<file path="src/rtl/res_wd_pkg.sv">
package res_wd_pkg;
  localparam int unsigned SYNC_STAGES = 2;
  localparam int unsigned DEF_CNT_W   = 8;
  localparam int unsigned DEF_MODE_W  = 3;

  typedef struct packed {
    logic chg;   // tick with level change
    logic hold;  // tick without level change
  } smp_evt_t;
endpackage

</file>
<file path="src/rtl/res_wd_sync.sv">
module res_wd_sync #(
  parameter int unsigned STAGES = 2
) (
  input  logic clk_i,
  input  logic rst_ni,
  input  logic d_i,
  output logic q_o
);
  logic [STAGES-1:0] pipe_q;

  always_ff @(posedge clk_i or negedge rst_ni) begin
    if (!rst_ni) pipe_q <= '0;
    else         pipe_q <= {pipe_q[STAGES-2:0], d_i};
  end

  assign q_o = pipe_q[STAGES-1];
endmodule

</file>
<file path="src/rtl/res_wd_sampler.sv">
module res_wd_sampler
  import res_wd_pkg::*;
(
  input  logic     clk_i,
  input  logic     rst_ni,
  input  logic     tick_i,
  input  logic     lvl_i,
  output smp_evt_t evt_o
);
  logic prev_q;

  always_ff @(posedge clk_i or negedge rst_ni) begin
    if (!rst_ni)     prev_q <= 1'b0;
    else if (tick_i) prev_q <= lvl_i;
  end

  assign evt_o.chg  = tick_i & (lvl_i ^ prev_q);
  assign evt_o.hold = tick_i & ~(lvl_i ^ prev_q);
endmodule

</file>
<file path="src/rtl/res_wd_idle_timer.sv">
module res_wd_idle_timer
  import res_wd_pkg::*;
#(
  parameter int unsigned CNT_W = 8
) (
  input  logic             clk_i,
  input  logic             rst_ni,
  input  smp_evt_t         evt_i,
  input  logic [CNT_W-1:0] limit_i,
  output logic             expire_o
);
  logic [CNT_W-1:0] idle_q;
  logic [CNT_W-1:0] lim_m1;

  assign lim_m1   = limit_i - CNT_W'(1);
  // fires once on the transition into the limit; limit 0 never matches
  assign expire_o = evt_i.hold && (limit_i != '0) && (idle_q == lim_m1);

  always_ff @(posedge clk_i or negedge rst_ni) begin
    if (!rst_ni)                         idle_q <= '0;
    else if (evt_i.chg)                  idle_q <= '0;
    else if (evt_i.hold && idle_q < limit_i) idle_q <= idle_q + CNT_W'(1);
  end
endmodule

</file>
<file path="src/rtl/res_loss_wd.sv">
module res_loss_wd
  import res_wd_pkg::*;
#(
  parameter int unsigned CNT_W = DEF_CNT_W,
  parameter int unsigned MODE_W = DEF_MODE_W,
  parameter logic [MODE_W-1:0] TIME_CODE = '0
) (
  input  logic              clk_i,
  input  logic              rst_ni,
  input  logic              res_i,
  input  logic              tick_i,
  input  logic [MODE_W-1:0] mode_i,
  input  logic [CNT_W-1:0]  limit_i,
  output logic              osc_ok_o,
  output logic              run_clr_o,
  output logic              force_err_o
);
  logic     lvl_s;
  smp_evt_t evt;
  logic     expire;
  logic     ok_q, clr_q, ferr_q;

  res_wd_sync #(.STAGES(SYNC_STAGES)) u_sync (
    .clk_i (clk_i),
    .rst_ni(rst_ni),
    .d_i   (res_i),
    .q_o   (lvl_s)
  );

  res_wd_sampler u_smp (
    .clk_i (clk_i),
    .rst_ni(rst_ni),
    .tick_i(tick_i),
    .lvl_i (lvl_s),
    .evt_o (evt)
  );

  res_wd_idle_timer #(.CNT_W(CNT_W)) u_tmr (
    .clk_i   (clk_i),
    .rst_ni  (rst_ni),
    .evt_i   (evt),
    .limit_i (limit_i),
    .expire_o(expire)
  );

  always_ff @(posedge clk_i or negedge rst_ni) begin
    if (!rst_ni) begin
      ok_q   <= 1'b0;
      clr_q  <= 1'b0;
      ferr_q <= 1'b0;
    end else begin
      clr_q  <= expire;
      ferr_q <= expire && (mode_i == TIME_CODE);
      if (evt.chg)     ok_q <= 1'b1;
      else if (expire) ok_q <= 1'b0;
    end
  end

  assign osc_ok_o    = ok_q;
  assign run_clr_o   = clr_q;
  assign force_err_o = ferr_q;
endmodule

</file>
<file path="config.mk">
export PLATFORM = sky130hd
export DESIGN_NAME = res_loss_wd
export DESIGN_NICKNAME = d
export VERILOG_FILES = /design/src/rtl/res_wd_pkg.sv /design/src/rtl/res_wd_sync.sv /design/src/rtl/res_wd_sampler.sv /design/src/rtl/res_wd_idle_timer.sv /design/src/rtl/res_loss_wd.sv
export SDC_FILE = /design/constraint.sdc
export NUM_CORES = 1
export LEC_CHECK = 0
export ABC_CLOCK_PERIOD_IN_PS = 2300
export BUFFER_PORTS_ARGS = -buffer_cell sky130_fd_sc_hd__buf_2
export CORE_ASPECT_RATIO = 1.4
export CORE_MARGIN = 2
export CORE_UTILIZATION = 25
export CTS_CLUSTER_DIAMETER = 150
export DETAILED_ROUTE_END_ITERATION = 10
export PLACE_DENSITY = 0.44
export SLEW_MARGIN = 0
export SYNTH_ARGS = -nofsm -noshare
export SYNTH_HDL_FRONTEND = slang
export SYNTH_SLANG_ARGS = --single-unit
</file>
<file path="constraint.sdc">
create_clock -name clk_i -period 2.3 [get_ports clk_i]
set_input_delay 0.345 -clock clk_i [delete_from_list [all_inputs] [get_ports clk_i]]
set_output_delay 0.345 -clock clk_i [all_outputs]
set_load 0.03 [all_outputs]
</file>
==> results by group, run 1 <==
Status
  – Status: finished, violations left
  – Failing checks: negative hold slack

Timing
  – Post-route setup TNS: 0 ns
  – Skew final: roughly 0.00073 ns
  – Worst Max-Slew Pin Slew: a little over 0.7 ns
  – Unrepaired setup endpoints after global routing: false
  – Max-slew violation count: 0
  – Period utilisation layout: 87.7%
  – Hold_ws: -0.00765 ns
  – Slew HR: 52.5%
  – Hold Vio Cnt, Final: 14
  – Achievable Freq: 0.496 GHz
  – Final setup viols: 0
  – Crit path time final: between 2 and 2.5 ns

Placed design
  – HPWL Detailed: between 1500 and 2000 um
  – GPL Wtd Cong: about 0.71
  – IO Port Bufs: 17
  – Placement-stage cell area: approximately 0.0012 mm2

Detailed routing
  – Via Count: roughly 900
  – Drt drc: 0
  – Vias per std cell: ~5
  – First-pass DRT Iterations: 4
  – Routed WL: approximately 2300 um
  – Wire per inst: 12.7 um
  – Antenna-violating nets left: 0
  – Initial DRC count: 36

Floorplanning
  – Initial Util: roughly a quarter
  – Core area: roughly 0.0042 mm2
  – Chip Width: between 50 and 60 um
  – Die area: between 0.004 and 0.005 mm2
  – DIE HEIGHT: roughly 82 um
  – Num ports: 18
  – Row Count: 28

Clock tree
  – Clock Latency Late Sink: roughly 0.24 ns
  – Hold buffer count at CTS: 0
  – Clk buf depth: 2
  – Setup Buffers After CTS: 0
  – H-tree levels: 1
  – TritonCTS clock tree: done
  – Clock Root Buffer: clkbuf_8
  – CTS buffer count: 3
  – Num Clock Sinks: 14
  – Worst-path clk slew: approximately 0.060 ns
  – Post-CTS sizing: 0

Yosys
  – Flops & latches, synth: 14
  – Gate Count Post-Synth: between 100 and 150
  – Mean Syn Cell Area: 9.16 um2
  – Register area share after synthesis: approximately a third
  – Post-Syn Area: 0.00108 mm2
  – Library cells used by synthesis: 39
  – Syn_nets: 143
  – Synth warnings: 0

Global routing
  – Largest net degree at the start of global routing: 15
  – Initial antenna violation count: 0
  – Gr usage total: between 10% and 20%
  – Vias in the first global route: roughly 870
  – Global-route wire length before repair: 3810 um
  – GR Overflow Total: 0

Layout
  – Synthesis-to-finish area growth: 17.5%
  – Ant. Diodes: 0
  – Fill cells: 468
  – Nets: 165
  – FF/Latch Area: around 350 um2
  – Fraction of layout cells with a size suffix above 1: 23.2%
  – Post-route cell area: 0.00127 mm2
  – Multi-input gate area in the final layout: around 680 um2

Flow run
  – Number of max-cap violations: 0

Critical path
  – Worst setup path class: reg2reg
  – Worst setup EP type: register
  – Arrival @ worst endpoint: 2.13 ns
  – CP Launch Type: register
  – Max Fanout on Critical Path: 12
  – Worst Path Required: approximately 2.4 ns

Worst hold path
  – Hold crit path type: in2async

Power
  – VDD IR max: 0.000306 V
  – Tot Pwr: ~700 uW
  – Power Density: 550 mW/mm2
  – Leakage: 0.000606 uW
[cell usage in the layout, fill, tap and decap left out, types with 2 or more instances in the layout]
cell | Yosys | final
buf_4 | 0 | 2
or3_1 | 3 | 3
o31ai_1 | 3 | 3
nor3_1 | 3 | 3
nand3_1 | 5 | 5
buf_2 | 1 | 17
nand4_1 | 3 | 3
and2_1 | 2 | 2
or4_1 | 3 | 3
a21o_1 | 2 | 2
nor4_1 | 2 | 2
o21ai_0 | 3 | 3
inv_1 | 11 | 11
a31oi_1 | 2 | 2
a21oi_1 | 9 | 9
clkbuf_8 | 0 | 3
nor2b_1 | 3 | 3
nor2_1 | 2 | 2
ha_1 | 10 | 10
mux2i_1 | 3 | 3
nand2_1 | 6 | 6
dfrtp_1 | 14 | 14
xor2_1 | 3 | 3
xnor2_1 | 6 | 6
and3_1 | 3 | 3
[Yosys cell counts]
| cell | n | share of area (%) |
|---|---|---|
| a211oi_1 | 1 | 0.69 |
| a31oi_1 | 2 | 1.2 |
| ha_1 | 10 | 12 |
| nor3_1 | 3 | 1.4 |
| o31ai_1 | 3 | 2.1 |
| o31ai_2 | 1 | 1.2 |
| o21ai_0 | 3 | 1.4 |
| buf_2 | 1 | 0.46 |
| nand2_1 | 6 | 2.1 |
| mux2_2 | 1 | 1.0 |
| buf_1 | 1 | 0.35 |
| and2b_1 | 1 | 0.69 |
| or2_2 | 1 | 0.58 |
| o211ai_1 | 1 | 0.69 |
| xnor2_1 | 6 | 4.9 |
| and2b_2 | 1 | 0.81 |
| nor4_1 | 2 | 1.2 |
| nand3_1 | 5 | 2.3 |
| and3_4 | 1 | 1.0 |
| mux2i_1 | 3 | 2.8 |
| a21oi_1 | 9 | 4.2 |
| or4_4 | 1 | 1.0 |
| dfrtp_1 | 14 | 32 |
| and2_1 | 2 | 1.2 |
| a21o_1 | 2 | 1.4 |
| or2b_2 | 1 | 0.81 |
| nor2b_1 | 3 | 1.7 |
| o22ai_1 | 1 | 0.58 |
| or4_1 | 3 | 2.1 |
| nand2_4 | 1 | 1.0 |
| o2111a_1 | 1 | 1.0 |
| inv_1 | 11 | 3.8 |
| or3_1 | 3 | 1.7 |
| and3b_2 | 1 | 0.93 |
| o211ai_2 | 1 | 1.2 |
| and3_1 | 3 | 1.7 |
| nand4_1 | 3 | 1.7 |
| xor2_1 | 3 | 2.4 |
| nor2_1 | 2 | 0.69 |
[cell families after synthesis]
group	after synthesis	share of synthesized area, %
AO/OA/AOI/OAI	25	15.5
flip-flops	14	32.4
XOR/XNOR	9	7.29
buffers and inverters	13	4.63
AND/OR/NAND/NOR	43	24.8
multiplexers	4	3.82
adder cells (fa/ha/maj)	10	11.6
[layer usage]
layer	up-vias	track usage [%]	wire length, um
li1	472	-	-
met1	423	12.4	1080
met2	17	18.6	1190
met3	2	0.945	63
met4	0	3.33	5
met5	-	0	0
[power by group]
group | switching (uW) | internal [uW]
logic | 112 | 94.9
clock network | 81.1 | 116
registers | 25.5 | 269
[registers in the layout, summed over array words and instances, names as in the netlist]
signal         flops
force_err_o        1
osc_ok_o           1
u_sync.pipe_q      2
u_tmr.idle_q       8
u_smp.prev_q       1
run_clr_o          1
[final timing paths]
check	cells after the start	end	slack (ns)	startpoint
min reg2reg	0	u_sync.pipe_q[1]	0.35	u_sync.pipe_q[0]
max	7	u_tmr.idle_q[0]	0.28	u_tmr.idle_q[0]
max reg2reg	7	u_tmr.idle_q[0]	0.28	u_tmr.idle_q[0]
min	1	force_err_o	-0.008	rst_ni
min in group clk_i	1	u_sync.pipe_q[0]	0.21	res_i
max in group asynchronous	1	u_tmr.idle_q[1]	2.07	rst_ni
[stage by stage]
step / worst slack (ns) / hold WS (ns) / std cells / utilization (%)
detailed placement: 0.210 / 0.262 / 180 / 29.2
global placement: 0.246 / 0.258 / 180 / 29.2
global route: 0.0859 / 0.0171 / 183 / 30.2
finish: 0.283 / -0.00765 / 183 / 30.2
CTS: 0.255 / 0.000557 / 183 / 30.2
floorplan: 0.412 / 0.0494 / 118 / -
[layout make-up]
| class | count | share of cell area [%] |
|---|---|---|
| multi-input combinational | 91 | 53.6 |
| sequential | 14 | 27.6 |
| tap | 45 | 4.43 |
| clock buffer | 3 | 3.25 |
| inverter | 11 | 3.25 |
| timing repair buffer | 19 | 7.88 |
[critical path, cell delays in order, from the launching register on]
cell	delay, ns
dfrtp_1	0.46
inv_1	0.08
ha_1	0.18
nor2b_1	0.16
o211ai_2	0.08
a21oi_1	0.56
nor2_1	0.21
mux2i_1	0.16
(Power assumes the default switching activity.)
==> run 2, diff against run 1 <==
--- a/config.mk
+++ b/config.mk
@@ -11,5 +11,5 @@
 export CORE_MARGIN = 2
 export CORE_UTILIZATION = 25
-export CTS_CLUSTER_DIAMETER = 150
+export CTS_CLUSTER_DIAMETER = 120
 export DETAILED_ROUTE_END_ITERATION = 10
 export PLACE_DENSITY = 0.44
==> constraint.sdc (replaced) <==
create_clock -name clk_i -period 2.3 [get_ports clk_i]
set_input_delay 0.23 -clock clk_i [delete_from_list [all_inputs] [get_ports clk_i]]
set_output_delay 0.23 -clock clk_i [all_outputs]
set_load 0.03 [all_outputs]
==> run 2 against run 1 <==
Effect of this change: the flow now finishes without violations; critical path depth decreased by 1; combinational power decreased by 9.7%; sequential power rose by 2%; highest routed layer unchanged.
==> results by group, run 2 (synthesis results as in run 1) <==
Status
  – Status: complete, no violations

Floorplanning
  – Row Count: 28 (unchanged)
  – Die area: 0.00487 mm2 (unchanged)
  – Core area: 0.00420 mm2 (unchanged)
  – Chip Width: 59.6 um (unchanged)
  – Initial Util: 25.7% (unchanged)
  – Num ports: 18 (unchanged)
  – DIE HEIGHT: 81.8 um (unchanged)

Power
  – Leakage: 0.000612 uW (+1.0%)
  – VDD IR max: 0.000434 V (+42%)
  – Sequential power share: 41.2% (-1.0 points)
  – Comb power frac: 25.6% (-4.0 points)
  – Tot Pwr: 732 uW (+4.7%)
  – Internal Dissipation: 509 uW (+6.0%)
  – P_sw: 223 uW (+1.9%)
  – Switch share: 30.5% (-0.83 points)
  – Power Density: 569 mW/mm2 (+3.4%)
  – Clock power share: 33.2% (+5.0 points)

Layout
  – Ant. Diodes: 0 (unchanged)
  – Post-Layout Cell Count: 184 (+0.55%)
  – Fraction of layout cells with a size suffix above 1: 23.0% (-0.17 points)
  – Synthesis-to-finish area growth: 19.0%
  – Most flop-heavy register: u_tmr.idle_q
  – Most frequent cells in the layout: buf_2 (17), dfrtp_1 (14), inv_1 (11)
  – Most common cell after layout, fill and taps aside: buf_2
  – FF/Latch Area: 350 um2 (unchanged)
  – Multi-input gate area in the final layout: 681 um2 (unchanged)
  – Max reg flops: 8 (unchanged)
  – Fill cells: 448 (-4.3%)
  – Top Registers: u_tmr.idle_q: 8 flops, u_sync.pipe_q: 2 flops
  – Nets: 165 (unchanged)

Flow run
  – Number of max-cap violations: 0 (unchanged)

Timing
  – Setup ws final: 0.254 ns (-0.0290 ns)
  – Hold Vio Cnt, Final: 0 (-14)
  – Hold_ws: 0.0900 ns (+0.0977 ns)
  – Crit path time final: 2.05 ns (+0.0290 ns)
  – Slew HR: 50.0% (-2.5 points)
  – Max-slew violation count: 0 (unchanged)
  – Post-route setup TNS: 0 ns (unchanged)
  – Unrepaired setup endpoints after global routing: false
  – Final setup viols: 0 (unchanged)
  – Achievable Freq: 0.489 GHz (-1.4%)
  – Skew final: 0.00162 ns (+0.000893 ns)
  – Worst Max-Slew Pin Slew: 0.750 ns (+0.0379 ns)
  – Period utilisation layout: 88.9% (+1.3 points)

Detailed routing
  – Drt drc: 0 (unchanged)
  – First-pass DRT Iterations: 4 (unchanged)
  – Antenna-violating nets left: 0 (unchanged)
  – Routed WL: 2430 um (+4.3%)
  – Via Count: 939 (+2.7%)
  – Initial DRC count: 19 (-47%)
  – Vias per std cell: 5.10 (+2.2%)
  – Wire per inst: 13.2 um (+3.7%)

Critical path
  – Worst Path Required: 2.47 ns (+0.06 ns)
  – Max Fanout on Critical Path: 12 (unchanged)
  – CP Launch Type: register
  – Reg-to-reg critical path startpoint: u_tmr.idle_q[1]
  – Worst setup path class: reg2reg
  – Arrival @ worst endpoint: 2.21 ns (+0.08 ns)
  – Worst setup path startpoint: u_tmr.idle_q[1]
  – Worst setup EP type: register

Clock tree
  – Clock Latency Late Sink: 0.24 ns (about the same)
  – Clock Root Buffer: clkbuf_8
  – Worst-path clk slew: 0.06 ns (about the same)
  – Clk buf depth: 2 (unchanged)
  – Num Clock Sinks: 14 (unchanged)
  – H-tree levels: 1 (unchanged)
  – Setup Buffers After CTS: 0 (unchanged)
  – CTS buffer count: 3 (unchanged)
  – TritonCTS clock tree: done

Global routing
  – Gr usage total: 11.2% (+0.99 points)
  – Largest net degree at the start of global routing: 15 (unchanged)
  – Initial antenna violation count: 0 (unchanged)
  – Vias in the first global route: 943 (+8.9%)
  – Global-route wire length before repair: 4230 um (+11%)
  – GR Overflow Total: 0 (unchanged)

Worst hold path
  – Hold crit path type: in2reg
  – Hold Path Origin: res_i

Placed design
  – GPL Wtd Cong: 0.760 (+7.4%)
  – HPWL Detailed: 1980 um (-0.45%)
  – Placed Instances: 179 (-0.56%)
  – Worst slack at placement: 0.256 ns (+0.0463 ns)
  – IO Port Bufs: 17 (unchanged)
-- run 2: cell count changes in the layout (fill, tap and decap cells not counted) --
cell           delta
buf_4             -1
clkbuf_8          +1
dlygate4sd3_1     +1
-- run 2: worst paths after layout --
check,endpoint,slack [ns],depth (start not counted)
min in group asynchronous,u_tmr.idle_q[0],0.41,2
max in group asynchronous,u_tmr.idle_q[3],1.65,2
worst max-delay path,u_tmr.idle_q[2],0.25,6
worst max register to register,u_tmr.idle_q[2],0.25,6
worst min-delay path,u_sync.pipe_q[0],0.09,1
worst min register to register,u_sync.pipe_q[1],0.36,0
-- run 2: worst max-delay path, cell delays in order (launching register included) --
cell and delay [ns]:
dfrtp_1 0.46, ha_1 0.30, nor2b_1 0.15, o211ai_2 0.08, a21oi_1 0.59, o21ai_0 0.22
a21oi_1 0.18
-- run 2: power by group through the flow --
stage	Combinational, uW	Clock (uW)	Sequential (uW)
CTS	190	248	302
finish	187	243	302
floorplan	126	0	303
global placement	185	0	304
global route	217	260	308
detailed placement	188	0	306
-- run 2: routing by layer --
| metal | vias to the layer above | share of wire (%) | GRT usage, % |
|---|---|---|---|
| met1 | 443 | 46 | 13.4 |
| met5 | - | 0 | 0 |
| met3 | 2 | 3.3 | 1.57 |
| li1 | 471 | - | - |
| met2 | 23 | 50 | 21.1 |
| met4 | 0 | 0.21 | 2.00 |
-- run 2: final cells by class --
class / instances / area share (%)
multi-input combinational: 91 / 52.9
inverter: 11 / 3.21
sequential: 14 / 27.2
tap: 45 / 4.38
timing repair buffer: 19 / 7.98
clock buffer: 4 / 4.28
-- run 2: timing repair --
action | 4_1_cts | 5_1_grt
setup endpoints to repair | 0 | 0
hold buffers | 1 | 0
hold endpoints to repair | 14 | 0
gates resized for setup | 0 | 0
-- run 2: stage by stage --
step                util (%)  cell area (um2)
global placement        29.0             1220
global route            30.6             1290
CTS                     30.6             1290
finish                  30.6             1290
detailed placement      29.0             1220
floorplan                  -             1080
